## config.mk

```make
export PLATFORM = sky130hd
export DESIGN_NAME = load_splitter
export DESIGN_NICKNAME = d
export VERILOG_FILES = /design/src/rtl/lsp_pkg.sv /design/src/rtl/lsp_geom.sv /design/src/rtl/lsp_lane_merge.sv /design/src/rtl/lsp_ctrl.sv /design/src/rtl/load_splitter.sv
export SDC_FILE = /design/constraint.sdc
export NUM_CORES = 1
export LEC_CHECK = 0
export BUFFER_PORTS_ARGS = -buffer_cell sky130_fd_sc_hd__buf_4
export CORE_UTILIZATION = 30
export CTS_BUF_LIST = sky130_fd_sc_hd__clkbuf_8
export DETAILED_ROUTE_END_ITERATION = 8
export PLACE_DENSITY = 0.47
export SYNTH_ARGS = -nofsm -noshare
export SYNTH_HDL_FRONTEND = slang
export SYNTH_SLANG_ARGS = --single-unit
```

## constraint.sdc

```tcl
create_clock -name clk -period 2.5 [get_ports clk]
set_input_delay 0.5 -clock clk [delete_from_list [all_inputs] [get_ports clk]]
set_output_delay 0.5 -clock clk [all_outputs]
set_load 0.02 [all_outputs]
```

## src/rtl/lsp_pkg.sv

```systemverilog
package lsp_pkg;

  typedef enum logic [1:0] {
    SZ_BYTE = 2'd0,
    SZ_HALF = 2'd1,
    SZ_WORD = 2'd2,
    SZ_WIDE = 2'd3
  } size_e;

  typedef enum logic [2:0] {
    ST_IDLE,
    ST_ISSUE_A,
    ST_WAIT_A,
    ST_ISSUE_B,
    ST_WAIT_B,
    ST_RESP
  } state_e;

  // Number of bytes an access covers, capped at the bus width.
  function automatic int unsigned span_bytes(input logic [1:0] sz, input int unsigned lanes);
    int unsigned n;
    n = 32'd1 << sz;
    if (n > lanes) n = lanes;
    return n;
  endfunction

endpackage

```

## src/rtl/lsp_geom.sv

```systemverilog
module lsp_geom
  import lsp_pkg::*;
#(
  parameter int LANES = 4,
  parameter int OFF_W = $clog2(LANES)
) (
  input  logic [OFF_W-1:0] off_i,
  input  logic [1:0]       size_i,
  output logic             misaligned_o,
  output logic             straddle_o
);

  int unsigned n_w;

  always_comb begin
    n_w          = span_bytes(size_i, 32'(LANES));
    misaligned_o = (32'(off_i) & (n_w - 32'd1)) != 32'd0;
    straddle_o   = (32'(off_i) + n_w) > 32'(LANES);
  end

endmodule

```

## src/rtl/lsp_lane_merge.sv

```systemverilog
module lsp_lane_merge
  import lsp_pkg::*;
#(
  parameter int LANES  = 4,
  parameter int OFF_W  = $clog2(LANES),
  parameter int DATA_W = LANES * 8
) (
  input  logic [DATA_W-1:0] lo_i,
  input  logic [DATA_W-1:0] hi_i,
  input  logic [OFF_W-1:0]  off_i,
  input  logic [1:0]        size_i,
  output logic [DATA_W-1:0] data_o
);

  logic [2*DATA_W-1:0] pair;
  logic [DATA_W-1:0]   win;
  int unsigned         n_w;

  assign pair = {hi_i, lo_i};
  assign win  = DATA_W'(pair >> {off_i, 3'b000});

  always_comb n_w = span_bytes(size_i, 32'(LANES));

  generate
    for (genvar k = 0; k < LANES; k++) begin : g_lane
      assign data_o[k*8 +: 8] = (32'(k) < n_w) ? win[k*8 +: 8] : 8'h00;
    end
  endgenerate

endmodule

```

## src/rtl/lsp_ctrl.sv

```systemverilog
module lsp_ctrl
  import lsp_pkg::*;
(
  input  logic clk,
  input  logic rst_n,
  input  logic fire_i,
  input  logic strict_i,
  input  logic misaligned_i,
  input  logic straddle_i,
  input  logic dvalid_i,
  output logic ready_o,
  output logic bus_req_o,
  output logic second_o,
  output logic cap_lo_o,
  output logic cap_hi_o,
  output logic done_o,
  output logic fault_o
);

  state_e state_q, state_d;
  logic   split_q, split_d;
  logic   fault_q, fault_d;

  always_comb begin
    state_d  = state_q;
    split_d  = split_q;
    fault_d  = fault_q;
    cap_lo_o = 1'b0;
    cap_hi_o = 1'b0;
    unique case (state_q)
      ST_IDLE: begin
        if (fire_i) begin
          fault_d = strict_i & misaligned_i;
          split_d = straddle_i & ~(strict_i & misaligned_i);
          state_d = (strict_i & misaligned_i) ? ST_RESP : ST_ISSUE_A;
        end
      end
      ST_ISSUE_A: state_d = ST_WAIT_A;
      ST_WAIT_A: begin
        if (dvalid_i) begin
          cap_lo_o = 1'b1;
          state_d  = split_q ? ST_ISSUE_B : ST_RESP;
        end
      end
      ST_ISSUE_B: state_d = ST_WAIT_B;
      ST_WAIT_B: begin
        if (dvalid_i) begin
          cap_hi_o = 1'b1;
          state_d  = ST_RESP;
        end
      end
      ST_RESP: state_d = ST_IDLE;
      default: state_d = ST_IDLE;
    endcase
  end

  always_ff @(posedge clk or negedge rst_n) begin
    if (!rst_n) begin
      state_q <= ST_IDLE;
      split_q <= 1'b0;
      fault_q <= 1'b0;
    end else begin
      state_q <= state_d;
      split_q <= split_d;
      fault_q <= fault_d;
    end
  end

  assign ready_o   = (state_q == ST_IDLE);
  assign bus_req_o = (state_q == ST_ISSUE_A) || (state_q == ST_ISSUE_B);
  assign second_o  = (state_q == ST_ISSUE_B);
  assign done_o    = (state_q == ST_RESP);
  assign fault_o   = (state_q == ST_RESP) & fault_q;

endmodule

```

## src/rtl/load_splitter.sv

```systemverilog
module load_splitter
  import lsp_pkg::*;
#(
  parameter int ADDR_W = 32,
  parameter int DATA_W = 32
) (
  input  logic              clk,
  input  logic              rst_n,
  input  logic              strict_i,
  input  logic              req_valid_i,
  output logic              req_ready_o,
  input  logic [ADDR_W-1:0] req_addr_i,
  input  logic [1:0]        req_size_i,
  output logic              done_o,
  output logic              fault_o,
  output logic [DATA_W-1:0] data_o,
  output logic              bus_req_o,
  output logic [ADDR_W-1:0] bus_raddr_o,
  input  logic              bus_dvalid_i,
  input  logic [DATA_W-1:0] bus_rdata_i
);

  localparam int LANES  = DATA_W / 8;
  localparam int OFF_W  = $clog2(LANES);
  localparam int WIDX_W = ADDR_W - OFF_W;

  logic              fire;
  logic              misaligned, straddle;
  logic              second, cap_lo, cap_hi;
  logic [WIDX_W-1:0] widx_q, widx_sel;
  logic [OFF_W-1:0]  off_q;
  logic [1:0]        size_q;
  logic [DATA_W-1:0] lo_q, hi_q, merged;

  assign fire = req_valid_i & req_ready_o;

  lsp_geom #(.LANES(LANES), .OFF_W(OFF_W)) u_geom (
    .off_i        (req_addr_i[OFF_W-1:0]),
    .size_i       (req_size_i),
    .misaligned_o (misaligned),
    .straddle_o   (straddle)
  );

  lsp_ctrl u_ctrl (
    .clk          (clk),
    .rst_n        (rst_n),
    .fire_i       (fire),
    .strict_i     (strict_i),
    .misaligned_i (misaligned),
    .straddle_i   (straddle),
    .dvalid_i     (bus_dvalid_i),
    .ready_o      (req_ready_o),
    .bus_req_o    (bus_req_o),
    .second_o     (second),
    .cap_lo_o     (cap_lo),
    .cap_hi_o     (cap_hi),
    .done_o       (done_o),
    .fault_o      (fault_o)
  );

  // Request and data holding registers, each with its own enable.
  always_ff @(posedge clk or negedge rst_n) begin
    if (!rst_n) begin
      widx_q <= '0;
      off_q  <= '0;
      size_q <= '0;
      lo_q   <= '0;
      hi_q   <= '0;
    end else begin
      if (fire) begin
        widx_q <= req_addr_i[ADDR_W-1:OFF_W];
        off_q  <= req_addr_i[OFF_W-1:0];
        size_q <= req_size_i;
      end
      if (cap_lo) lo_q <= bus_rdata_i;
      if (fire)        hi_q <= '0;
      else if (cap_hi) hi_q <= bus_rdata_i;
    end
  end

  assign widx_sel    = widx_q + WIDX_W'(second);
  assign bus_raddr_o = {widx_sel, {OFF_W{1'b0}}};

  lsp_lane_merge #(.LANES(LANES), .OFF_W(OFF_W), .DATA_W(DATA_W)) u_merge (
    .lo_i   (lo_q),
    .hi_i   (hi_q),
    .off_i  (off_q),
    .size_i (size_q),
    .data_o (merged)
  );

  assign data_o = (done_o && !fault_o) ? merged : '0;

endmodule

```

==> insert_results.sql, run 1 <==
INSERT INTO impl_metrics (metric_group, metric, value, unit) VALUES
('timing', 'worst_pin_slew', '0.613', 'ns'),
('finish', 'syn2layout_area_growth', '38.7', '%'),
('worst_setup_path', 'cell_chain_critical_path', 'nor2b_4 > and2_4 > ha_4 > ha_4 > buf_12 > nand4_4 > nor3_2 > xnor2_1 > buf_4', ''),
('power_and_ir_drop', 'peakVddDrop', '0.456', 'mV'),
('route', 'drtAntennaViolNets', '0', ''),
('global_route', 'largest_net_degree_at_the_start_of_global_routing', '49', ''),
('finish', 'layout.nets', '689', ''),
('outcome', 'status', 'complete, but fails checks', ''),
('timing', 'setup_viol', '22', ''),
('worst_setup_path', 'max_stage_delay', '0.42', 'ns'),
('route', 'dr_total_vias', '4159', ''),
('global_route', 'globalRoute.totalOverflow', '0', ''),
('timing', 'time_the_worst_path_needs_with_i_o_delays_and_setup', '2.67', 'ns'),
('clock_tree', 'numCtsBuffers', '9', ''),
('worst_setup_path', 'regToRegSetupSlack', '0.66', 'ns'),
('yosys', 'synth.distinct_cells', '40', ''),
('yosys', 'synth_compound_area_share', '3.49', '%'),
('floorplanning', 'start_util', '31.0', '%'),
('worst_setup_path', 'worst_r2r_endpoint', 'lo_q[3]', ''),
('placed_design', 'placedCellCount', '811', ''),
('timing', 'max_slew_margin', '59.1', '%'),
('worst_setup_path', 'required_time_worst_endpoint', '2.00', 'ns'),
('placed_design', 'buffer_ports.inserted', '136', ''),
('floorplanning', 'chipHeight', '136', 'um'),
('placed_design', 'dp_hpwl', '10100', 'um'),
('yosys', 'mappedNetlistArea', '5420', 'um2'),
('power_and_ir_drop', 'power.density', '1100', 'nW/um2'),
('power_and_ir_drop', 'static-leakage-power', '3.36', 'nW'),
('worst_setup_path', 'cpMaxStageDelayCell', 'sky130_fd_sc_hd__dfrtp_1', ''),
('global_route', 'grt_usage', '16.2', '%'),
('floorplanning', 'floorplan.core_area', '17500', 'um2'),
('global_route', 'grt_pass1_wl', '22900', 'um'),
('yosys', 'main_combinational_cell_family_by_area_after_synthesis', 'multiplexers', ''),
('route', 'routed_via_density', '4.94', ''),
('finish', 'num-fill-cells', '1698', ''),
('route', 'route.final.wire_length', '14800', 'um'),
('finish', 'antenna-diode-count', '0', ''),
('finish', 'most-common-layout-cells', 'sky130_fd_sc_hd__buf_4 (147), sky130_fd_sc_hd__dfrtp_1 (92), sky130_fd_sc_hd__mux2_2 (65)', ''),
('yosys', 'synth.mux.area_fraction', '27.2', '%'),
('clock_tree', 'cts.path.max_buffers', '2', ''),
('yosys', 'synth-adder-area-share', '1.52', '%'),
('route', 'post-route-drc-count', '0', ''),
('worst_setup_path', 'worst_r2r_startpoint', 'u_ctrl.state_q[1]', ''),
('yosys', 'post_synth_and_or_nand_nor_area_fraction', '15.1', '%'),
('worst_setup_path', 'worst_setup_path_start_kind', 'flip-flop', ''),
('floorplanning', 'die-area', '18600', 'um2'),
('worst_hold_path', 'min_path_type', 'in -> async', ''),
('route', 'dr.first_iter.drc_count', '153', ''),
('floorplanning', 'top_level_ports', '139', ''),
('clock_tree', 'clk_root_buffer_cell', 'sky130_fd_sc_hd__clkbuf_8', ''),
('route', 'drt_first_pass_iters', '4', ''),
('yosys', 'synth.avg_cell_area', '11.7', 'um2'),
('yosys', 'post_synth_xor_area_fraction', '4.69', '%'),
('timing', 'rsz0062_at_grt', 'true', ''),
('outcome', 'violated_checks', 'setup timing', ''),
('yosys', 'syn_inst', '462', ''),
('yosys', 'synth_warnings', '0', ''),
('timing', 'hold_violations', '0', ''),
('route', 'drt-wirelength-per-cell', '17.6', 'um'),
('worst_setup_path', 'worstSetupPathType', 'reg -> out', ''),
('timing', 'fin_ws', '-0.174', 'ns'),
('clock_tree', 'cts_tree', 'yes', ''),
('worst_setup_path', 'worst_r2r_path_depth', '6', ''),
('global_route', 'first_global_vias', '4282', ''),
('floorplanning', 'num_rows', '48', ''),
('placed_design', 'gp_routability_congestion', '0.834', ''),
('finish', 'design_area', '7510', 'um2'),
('yosys', 'ys_ff_latch', '95', ''),
('clock_tree', 'clock-sinks', '95', ''),
('finish', 'drive_gt1_share', '55.6', '%'),
('worst_setup_path', 'maximum_fanout_along_the_worst_path', '4', '');
[per-layer routing]
metal	vias up	wire (um)	GRT usage, %
met1	2081	6670	20.8
li1	1951	-	-
met2	118	7290	27.6
met4	0	118	3.83
met5	-	0	0
met3	9	747	3.77
[repair_timing]
item	4_1_cts	5_1_grt
pin swaps	11	10
gates resized for setup	32	42
hold buffers	0	0
setup buffers	7	7
cloned	1	2
setup endpoints to repair	35	58
[power breakdown]
group	switching, mW	leakage [nW]	internal, mW
logic	1.86	2.10	2.41
clock network	0.564	0.0976	0.386
registers	0.776	1.17	2.25
[registers in the layout (all words and copies together), names as in the netlist]
| signal | flops |
|---|---|
| size_q | 2 |
| hi_q | 24 |
| off_q | 2 |
| u_ctrl.split_q | 1 |
| u_ctrl.state_q | 3 |
| lo_q | 32 |
| widx_q | 30 |
| u_ctrl.fault_q | 1 |
[per-stage QoR]
stage | util [%] | setup slack [ns] | setup TNS, ns | power, mW | hold WS, ns
after floorplan | - | -0.0222 | -0.0222 | 5.63 | 0.204
after global placement | 39.1 | 0.0670 | 0 | 6.92 | 0.465
after detailed placement | 39.1 | 0.0146 | 0 | 7.01 | 0.468
after CTS | 41.5 | -0.203 | -2.74 | 8.14 | 0.127
after global routing | 43.0 | -0.269 | -4.72 | 8.81 | 0.135
final | 43.0 | -0.174 | -2.12 | 8.25 | 0.117
[worst max-delay path by stage]
stage / endpoint / slack (ns) / startpoint / depth (start not counted)
finish: bus_raddr_o[24] / -0.17 / u_ctrl.state_q[2] / 9
global route: bus_raddr_o[24] / -0.27 / u_ctrl.state_q[2] / 9
CTS: bus_raddr_o[29] / -0.20 / u_ctrl.state_q[2] / 9
detailed placement: bus_raddr_o[29] / 0.01 / u_ctrl.state_q[2] / 8
global placement: bus_raddr_o[29] / 0.07 / u_ctrl.state_q[2] / 8
floorplan: bus_raddr_o[27] / -0.02 / u_ctrl.state_q[2] / 8
[area by class of cell]
type / count / area [um2] / area share, %
flip-flops and latches: 95 / 2380 / 31.7
well taps: 225 / 282 / 3.75
multi-input cells: 324 / 3190 / 42.5
clock inverters: 6 / 36.3 / 0.483
repair buffers: 170 / 1440 / 19.1
inverters: 12 / 45.0 / 0.600
clock buffers: 10 / 138 / 1.83
[cells in the mapped netlist (all sizes together)]
library cell and number:
nor4 6, clkbuf 10, a21oi 6, nor4b 1, o21ai 26, nor3 7
mux2 66, nand3b 2, buf 23, and4 6, fa 1, nor2 9
conb 1, o31ai 2, mux4 32, inv 12, nor2b 10, and2 12
nand3 5, a31oi 1, and3 18, mux2i 1, ha 5, xor2 15
dfrtp 95, nand2 64, nand2b 2, xnor2 14, nand4 8, a21o 1
nor4bb 1
[kinds of logic (layout without fill, tap and decap cells)]
kind of cell / after synthesis / count (layout)
compound gates: 36 / 36
xor+xnor: 29 / 29
mux: 99 / 99
fa+ha+maj: 6 / 6
buf+inv: 45 / 198
simple gates: 151 / 152
other cells: 1 / 2
flops: 95 / 95
[worst max-delay path, delay by kind of cell, from the launching register on]
family        cells  cell delay, ns
simple gates      4            0.65
xor+xnor          1            0.15
fa+ha+maj         2            0.31
flops             1            0.42
buf+inv           2            0.28
Power figures use the tool's default switching activity.
==> run 2: changes to the inputs <==
--- a/config.mk
+++ b/config.mk
@@ -10,6 +10,7 @@
 export CTS_BUF_LIST = sky130_fd_sc_hd__clkbuf_8
 export DETAILED_ROUTE_END_ITERATION = 8
 export PLACE_DENSITY = 0.47
+export SLEW_MARGIN = 20
 export SYNTH_ARGS = -nofsm -noshare
 export SYNTH_HDL_FRONTEND = slang
 export SYNTH_SLANG_ARGS = --single-unit
==> constraint.sdc (replaced) <==
create_clock -name clk -period 2.5 [get_ports clk]
set_input_delay 0.125 -clock clk [delete_from_list [all_inputs] [get_ports clk]]
set_output_delay 0.125 -clock clk [all_outputs]
set_load 0.02 [all_outputs]
==> run 2 against run 1 <==
Net effect: the flow now finishes without violations; sequential share of layout area decreased by 0.85 points; total power decreased by 1.7%; clock power increased by 22%; largest power group unchanged.
==> insert_results.sql, run 2 (same netlist as run 1, synthesis figures left out) <==
INSERT INTO impl_metrics (metric_group, metric, value, unit) VALUES
('outcome', 'status', 'complete, no violations', ''),
('floorplanning', 'chipHeight', '136', 'um'),
('power_and_ir_drop', 'power.density', '1050', 'nW/um2'),
('clock_tree', 'numCtsBuffers', '9', ''),
('route', 'drt_first_pass_iters', '4', ''),
('worst_setup_path', 'maximum_fanout_along_the_worst_path', '4', ''),
('global_route', 'grt_usage', '16.6', '%'),
('run', 'timing.max_cap.violations', '0', ''),
('finish', 'final_common_cell', 'sky130_fd_sc_hd__buf_4', ''),
('worst_hold_path', 'worstHoldStart', 'bus_dvalid_i', ''),
('worst_setup_path', 'cell_chain_critical_path', 'nor2b_2 > and2_4 > ha_4 > and2_4 > nand4_1 > buf_4 > nor4b_4 > xor2_1 > buf_4', ''),
('timing', 'time_the_worst_path_needs_with_i_o_delays_and_setup', '2.37', 'ns'),
('power_and_ir_drop', 'finalPower', '8.10', 'mW'),
('placed_design', 'gp_routability_congestion', '0.875', ''),
('worst_setup_path', 'max_stage_delay', '0.40', 'ns'),
('floorplanning', 'start_util', '31.0', '%'),
('timing', 'max_freq', '422', 'MHz'),
('timing', 'drv_slew', '0', ''),
('timing', 'fin_ws', '0.129', 'ns'),
('timing', 'final_min_period_over_clock_period', '94.8', '%'),
('route', 'dr_total_vias', '4318', ''),
('global_route', 'largest_net_degree_at_the_start_of_global_routing', '49', ''),
('worst_setup_path', 'endpoint_kind', 'primary output', ''),
('worst_setup_path', 'worst_r2r_endpoint', 'lo_q[11]', ''),
('worst_setup_path', 'cp_top_family', 'simple AND/OR/NAND/NOR gates', ''),
('finish', 'drive_gt1_share', '43.0', '%'),
('finish', 'antenna-diode-count', '0', ''),
('timing', 'finalClockSkew', '0.0112', 'ns'),
('worst_setup_path', 'regToRegSetupSlack', '0.57', 'ns'),
('timing', 'worst_pin_slew', '0.970', 'ns'),
('finish', 'reg.largest.list', 'lo_q: 32 flops, widx_q: 30 flops, hi_q: 24 flops', ''),
('finish', 'max_reg_flops', '32', ''),
('timing', 'max_slew_margin', '34.9', '%'),
('route', 'route.final.wire_length', '14600', 'um'),
('worst_setup_path', 'worst_r2r_path_depth', '5', ''),
('route', 'drtAntennaViolNets', '0', ''),
('route', 'post-route-drc-count', '0', ''),
('worst_setup_path', 'worst_setup_path_start_kind', 'flip-flop', ''),
('clock_tree', 'worst_skew_pair.late_latency', '0.37', 'ns'),
('timing', 'final.setup.tns', '0', 'ns'),
('route', 'routed_via_density', '4.86', ''),
('power_and_ir_drop', 'static-leakage-power', '3.46', 'nW'),
('placed_design', 'placedCellCount', '804', ''),
('worst_setup_path', 'worstSetupPathType', 'reg -> out', ''),
('timing', 'setup_viol', '0', ''),
('worst_hold_path', 'whs_path_depth', '3', ''),
('clock_tree', 'clk_root_buffer_cell', 'sky130_fd_sc_hd__clkbuf_8', ''),
('global_route', 'first_global_vias', '4457', ''),
('finish', 'most-common-layout-cells', 'sky130_fd_sc_hd__buf_4 (148), sky130_fd_sc_hd__dfrtp_1 (94), sky130_fd_sc_hd__mux2_2 (65), sky130_fd_sc_hd__dlygate4sd3_1 (65), sky130_fd_sc_hd__nand2_1 (63)', ''),
('worst_setup_path', 'cpMaxStageDelayCell', 'sky130_fd_sc_hd__dfrtp_1', ''),
('worst_setup_path', 'cp_num_buf_inv', '2', ''),
('global_route', 'number_of_antenna_violations_at_the_first_check_in_global_routing', '0', ''),
('placed_design', 'dp_hpwl', '9790', 'um'),
('worst_setup_path', 'required_time_worst_endpoint', '2.38', 'ns'),
('power_and_ir_drop', 'peakVddDrop', '0.503', 'mV'),
('route', 'dr.first_iter.drc_count', '111', ''),
('global_route', 'globalRoute.totalOverflow', '0', ''),
('floorplanning', 'top_level_ports', '139', ''),
('clock_tree', 'cts_htree_levels', '3', ''),
('worst_setup_path', 'worst_r2r_startpoint', 'u_ctrl.state_q[0]', ''),
('timing', 'rsz0062_at_grt', 'false', ''),
('floorplanning', 'num_rows', '48', ''),
('finish', 'largest_register', 'lo_q', ''),
('worst_hold_path', 'hold-path-endpoint', 'u_ctrl.state_q[0]', ''),
('placed_design', 'post_place_setup_slack', '0.316', 'ns'),
('finish', 'instances_no_fill', '888', ''),
('finish', 'syn2layout_area_growth', '42.4', '%'),
('floorplanning', 'die_width', '136', 'um'),
('finish', 'layout.nets', '735', ''),
('floorplanning', 'die-area', '18600', 'um2'),
('clock_tree', 'clock-sinks', '95', ''),
('clock_tree', 'clk_transition_reported_paths', '0.10', 'ns'),
('global_route', 'grt_pass1_wl', '23400', 'um'),
('placed_design', 'buffer_ports.inserted', '136', ''),
('clock_tree', 'cts_tree', 'yes', ''),
('worst_setup_path', 'cp_data_arrival_time', '2.25', 'ns'),
('route', 'drt-wirelength-per-cell', '16.4', 'um'),
('worst_hold_path', 'min_path_type', 'in -> reg', ''),
('floorplanning', 'floorplan.core_area', '17500', 'um2'),
('clock_tree', 'cts.path.max_buffers', '2', ''),
('finish', 'num-fill-cells', '1675', ''),
('timing', 'hold_violations', '0', '');
[run 2: changes by cell type in the layout (fill, tap and decap cells not counted), sizes merged]
cell	delta
bufinv	+2
inv	+1
clkbuf	-1
nand4	-1
dlygate4sd3	+65
clkinv	-3
buf	-17
[run 2: how the worst max path moves through the flow]
| stage | startpoint | endpoint | slack (ns) | cells past startpoint |
|---|---|---|---|---|
| finish | u_ctrl.state_q[2] | bus_raddr_o[29] | 0.13 | 9 |
| global route | u_ctrl.state_q[2] | bus_raddr_o[27] | 0.02 | 9 |
| CTS | u_ctrl.state_q[2] | bus_raddr_o[30] | 0.01 | 8 |
| detailed placement | u_ctrl.state_q[2] | bus_raddr_o[30] | 0.32 | 8 |
| global placement | u_ctrl.state_q[2] | bus_raddr_o[28] | 0.38 | 8 |
| floorplan | u_ctrl.state_q[0] | bus_raddr_o[28] | 0.03 | 8 |
[run 2: repair_timing]
item | in CTS | in global routing
hold endpoints to repair | 125 | 0
buffers inserted | 2 | 1
setup endpoints to repair | 8 | 16
hold buffers | 65 | 0
pin swaps | 2 | 4
resized for setup | 10 | 8
[run 2: power by group]
part	internal (mW)	total, mW	switching, mW
sequential	2.25	2.95	0.699
clock	0.590	1.16	0.572
combinational	2.24	3.99	1.76
[run 2: routing by layer]
metal  share of wire, %  GRT usage (%)  vias to the layer above
met2                 49           28.7                      122
met1                 44           20.2                     2145
met4                2.0           5.25                        0
li1                   -              -                     2033
met3                4.9           3.95                       18
met5                  0              0                        -
[run 2: final cells by class]
class	instances	area [um2]	share of cell area, %
Sequential cell	95	2380	30.9
Multi-Input combinational cell	323	2950	38.2
Inverter	12	45.0	0.584
Tap cell	225	282	3.65
Clock inverter	6	85.1	1.10
Clock buffer	10	138	1.79
Timing Repair Buffer	217	1830	23.8
[run 2: metrics by stage]
| step | utilization (%) | hold WS [ns] | instance area [um2] |
|---|---|---|---|
| 2_1_floorplan | - | -0.171 | 5420 |
| 3_3_place_gp | 38.4 | 0.141 | 6710 |
| 3_5_place_dp | 38.4 | 0.157 | 6710 |
| 4_1_cts | 43.8 | 0.0134 | 7660 |
| 5_1_grt | 44.1 | 0.0186 | 7710 |
| 6_report | 44.1 | 0.0408 | 7710 |
[run 2: worst register-to-register path, cell delays in order, from the launching register on]
cell and delay, ns:
sky130_fd_sc_hd__dfrtp_1 0.39, sky130_fd_sc_hd__buf_4 0.13, sky130_fd_sc_hd__buf_4 0.16, sky130_fd_sc_hd__nor4bb_4 0.27
sky130_fd_sc_hd__buf_4 0.46, sky130_fd_sc_hd__mux2_2 0.40
==> run 3: changes to the inputs <==
--- a/config.mk
+++ b/config.mk
@@ -9,6 +9,7 @@
 export CORE_UTILIZATION = 30
 export CTS_BUF_LIST = sky130_fd_sc_hd__clkbuf_8
 export DETAILED_ROUTE_END_ITERATION = 8
+export MAX_ROUTING_LAYER = met4
 export PLACE_DENSITY = 0.47
 export SLEW_MARGIN = 20
 export SYNTH_ARGS = -nofsm -noshare
==> constraint.sdc (replaced) <==
create_clock -name clk -period 2.91 [get_ports clk]
set_input_delay 0 -clock clk [delete_from_list [all_inputs] [get_ports clk]]
set_output_delay 0 -clock clk [all_outputs]
set_load 0.02 [all_outputs]
==> run 3 against run 2 <==
Net effect: core utilization is 1.1 points lower; sequential share of layout area is 0.78 points higher; worst hold slack better by 0.028 ns.
==> insert_results.sql, run 3 (same netlist as run 1, synthesis figures left out) <==
INSERT INTO impl_metrics (metric_group, metric, value, unit) VALUES
('outcome', 'status', 'complete, no violations', ''),
('power_and_ir_drop', 'power.density', '884', 'nW/um2'),
('clock_tree', 'worst_skew_pair.late_latency', '0.37', 'ns'),
('global_route', 'largest_net_degree_at_the_start_of_global_routing', '54', ''),
('worst_setup_path', 'path_depth', '8', ''),
('power_and_ir_drop', 'power.switching_fraction', '38.1', '%'),
('worst_setup_path', 'cp_top_family', 'simple AND/OR/NAND/NOR gates', ''),
('floorplanning', 'num_rows', '48', ''),
('floorplanning', 'start_util', '31.0', '%'),
('run', 'timing.max_cap.violations', '0', ''),
('worst_setup_path', 'worst_r2r_endpoint', 'size_q[1]', ''),
('worst_setup_path', 'worst_r2r_startpoint', 'u_ctrl.state_q[1]', ''),
('timing', 'max_freq', '381', 'MHz'),
('finish', 'drive_gt1_share', '40.5', '%'),
('worst_setup_path', 'cpMaxStageDelayCell', 'sky130_fd_sc_hd__dfrtp_1', ''),
('global_route', 'global_route.peak_usage_layer', 'met2', ''),
('route', 'post-route-drc-count', '0', ''),
('timing', 'finalClockSkew', '0.00838', 'ns'),
('worst_setup_path', 'cell_chain_critical_path', 'nor2b_1 > and2_1 > ha_1 > ha_1 > nand4_4 > nor4_1 > xor2_1 > buf_4', ''),
('global_route', 'use_met3', '2.76', '%'),
('power_and_ir_drop', 'logic_pwr_share', '48.4', '%'),
('power_and_ir_drop', 'peakVddDrop', '0.390', 'mV'),
('power_and_ir_drop', 'sw_pwr', '2.53', 'mW'),
('global_route', 'grt_pass1_wl', '22900', 'um'),
('floorplanning', 'chipHeight', '136', 'um'),
('timing', 'worst_pin_slew', '0.949', 'ns'),
('timing', 'rsz0062_at_grt', 'false', ''),
('timing', 'max_slew_margin', '36.3', '%'),
('finish', 'layout.nets', '731', ''),
('global_route', 'grt_util_met2', '28.1', '%'),
('power_and_ir_drop', 'int_pwr', '4.12', 'mW'),
('worst_setup_path', 'max_stage_delay', '0.51', 'ns'),
('worst_setup_path', 'cp_data_arrival_time', '2.63', 'ns'),
('route', 'dr_total_vias', '4297', ''),
('route', 'routed_via_density', '4.86', ''),
('timing', 'drv_slew', '0', ''),
('finish', 'reg.largest.list', 'lo_q: 32 flops, widx_q: 30 flops, hi_q: 24 flops', ''),
('worst_hold_path', 'worstHoldStart', 'strict_i', ''),
('finish', 'final_common_cell', 'sky130_fd_sc_hd__buf_4', ''),
('floorplanning', 'die_width', '136', 'um'),
('timing', 'final_min_period_over_clock_period', '90.2', '%'),
('worst_setup_path', 'endpoint', 'bus_raddr_o[28]', ''),
('timing', 'whs', '0.0689', 'ns'),
('worst_setup_path', 'endpoint_kind', 'primary output', ''),
('clock_tree', 'clock-sinks', '95', ''),
('placed_design', 'buffer_ports.inserted', '136', ''),
('timing', 'final.setup.tns', '0', 'ns'),
('worst_setup_path', 'critical-path-top-cell-by-count', 'sky130_fd_sc_hd__ha_1', ''),
('finish', 'max_reg_flops', '32', ''),
('global_route', 'number_of_antenna_violations_at_the_first_check_in_global_routing', '0', ''),
('worst_setup_path', 'crit_start', 'u_ctrl.state_q[2]', ''),
('clock_tree', 'numCtsBuffers', '9', ''),
('global_route', 'globalRouteMet1Util', '19.9', '%'),
('route', 'dr.first_iter.drc_count', '145', ''),
('worst_hold_path', 'min_path_type', 'in -> reg', ''),
('timing', 'hold_violations', '0', ''),
('placed_design', 'gp_routability_congestion', '0.899', ''),
('route', 'drt-wirelength-per-cell', '16.3', 'um'),
('clock_tree', 'cts.path.max_buffers', '2', ''),
('finish', 'most-common-layout-cells', 'sky130_fd_sc_hd__buf_4 (142), sky130_fd_sc_hd__dfrtp_1 (93), sky130_fd_sc_hd__dlygate4sd3_1 (69)', ''),
('finish', 'largest_register', 'lo_q', ''),
('clock_tree', 'cts_tree', 'yes', ''),
('floorplanning', 'die-area', '18600', 'um2'),
('clock_tree', 'cts_htree_levels', '3', ''),
('placed_design', 'post_place_setup_slack', '0.572', 'ns'),
('route', 'drt_first_pass_iters', '4', ''),
('power_and_ir_drop', 'clock_power_share', '11.8', '%'),
('floorplanning', 'top_level_ports', '139', ''),
('global_route', 'grt_usage', '16.7', '%'),
('worst_setup_path', 'worst_r2r_path_depth', '4', ''),
('global_route', 'globalRoute.totalOverflow', '0', ''),
('route', 'route.final.wire_length', '14400', 'um'),
('clock_tree', 'post_cts_buffers', '0', ''),
('placed_design', 'dp_hpwl', '9910', 'um'),
('floorplanning', 'floorplan.core_area', '17500', 'um2'),
('worst_setup_path', 'maximum_fanout_along_the_worst_path', '9', ''),
('worst_setup_path', 'cp_num_buf_inv', '1', ''),
('timing', 'setup_viol', '0', ''),
('worst_setup_path', 'required_time_worst_endpoint', '2.91', 'ns'),
('timing', 'time_the_worst_path_needs_with_i_o_delays_and_setup', '2.63', 'ns'),
('global_route', 'first_global_vias', '4418', ''),
('worst_setup_path', 'worst_setup_path_start_kind', 'flip-flop', ''),
('clock_tree', 'clk_root_buffer_cell', 'sky130_fd_sc_hd__clkbuf_8', ''),
('worst_setup_path', 'regToRegSetupSlack', '0.86', 'ns'),
('power_and_ir_drop', 'static-leakage-power', '3.35', 'nW'),
('worst_setup_path', 'worstSetupPathType', 'reg -> out', ''),
('clock_tree', 'clk_transition_reported_paths', '0.09', 'ns'),
('timing', 'fin_ws', '0.285', 'ns'),
('finish', 'syn2layout_area_growth', '38.9', '%'),
('finish', 'antenna-diode-count', '0', ''),
('route', 'drtAntennaViolNets', '0', ''),
('power_and_ir_drop', 'power.sequential.fraction', '39.8', '%');
## run 3: cell types whose count changed in the layout (fill, tap and decap cells not counted), sizes merged
cell / previous run / this run
buf: 152 / 144
bufinv: 2 / 0
clkinv: 1 / 3
dlygate4sd3: 65 / 69
## run 3: tightest hold or removal path: stages
cell and delay [ns]:
sky130_fd_sc_hd__buf_4 0.07, sky130_fd_sc_hd__nor2b_1 0.22, sky130_fd_sc_hd__o31ai_1 0.10
## run 3: final cells by class
cell class | instances | area, um2
clock inverters | 6 | 30.0
inverters | 12 | 45.0
well taps | 225 | 282
repair buffers | 213 | 1800
multi-input cells | 323 | 2850
flip-flops and latches | 95 | 2380
fillers | 1682 | 9950
clock buffers | 10 | 138
## run 3: per-layer routing
layer	vias up	routed length, um
met5	-	0
met4	0	207
met3	13	642
met2	114	7160
met1	2148	6400
li1	2022	-
## run 3: power by group through the flow
stage                     Combinational (mW)  Sequential [mW]  Clock (mW)
after floorplan                         2.47             2.33           0
after detailed placement                3.18             2.67           0
final                                   3.22             2.65       0.786
after global routing                    3.49             2.77       0.881
after global placement                  3.13             2.65           0
after CTS                               3.27             2.64       0.832
## run 3: what timing repair did
| action | in CTS | in global routing |
|---|---|---|
| hold endpoints to repair | 144 | 0 |
| hold buffers | 69 | 0 |
| endpoints found under the setup margin | 0 | 1 |
| gates resized for setup | 0 | 2 |
## run 3: how the worst min path moves through the flow
stage	end	slack, ns	cells after the start
6_report	u_ctrl.split_q	0.07	3
3_5_place_dp	widx_q[4]	0.10	1
4_1_cts	u_ctrl.split_q	0.06	3
2_1_floorplan	hi_q[0]	-0.30	0
3_3_place_gp	widx_q[4]	0.10	1
5_1_grt	u_ctrl.split_q	0.10	3
## run 3: per-stage QoR
step	cells	area, um2	power, mW	utilization [%]
3_5_place_dp	799	6660	5.85	38.1
2_1_floorplan	463	5420	4.80	-
4_1_cts	884	7520	6.74	43.0
6_report	884	7520	6.65	43.0
5_1_grt	884	7520	7.13	43.0
3_3_place_gp	799	6660	5.78	38.1
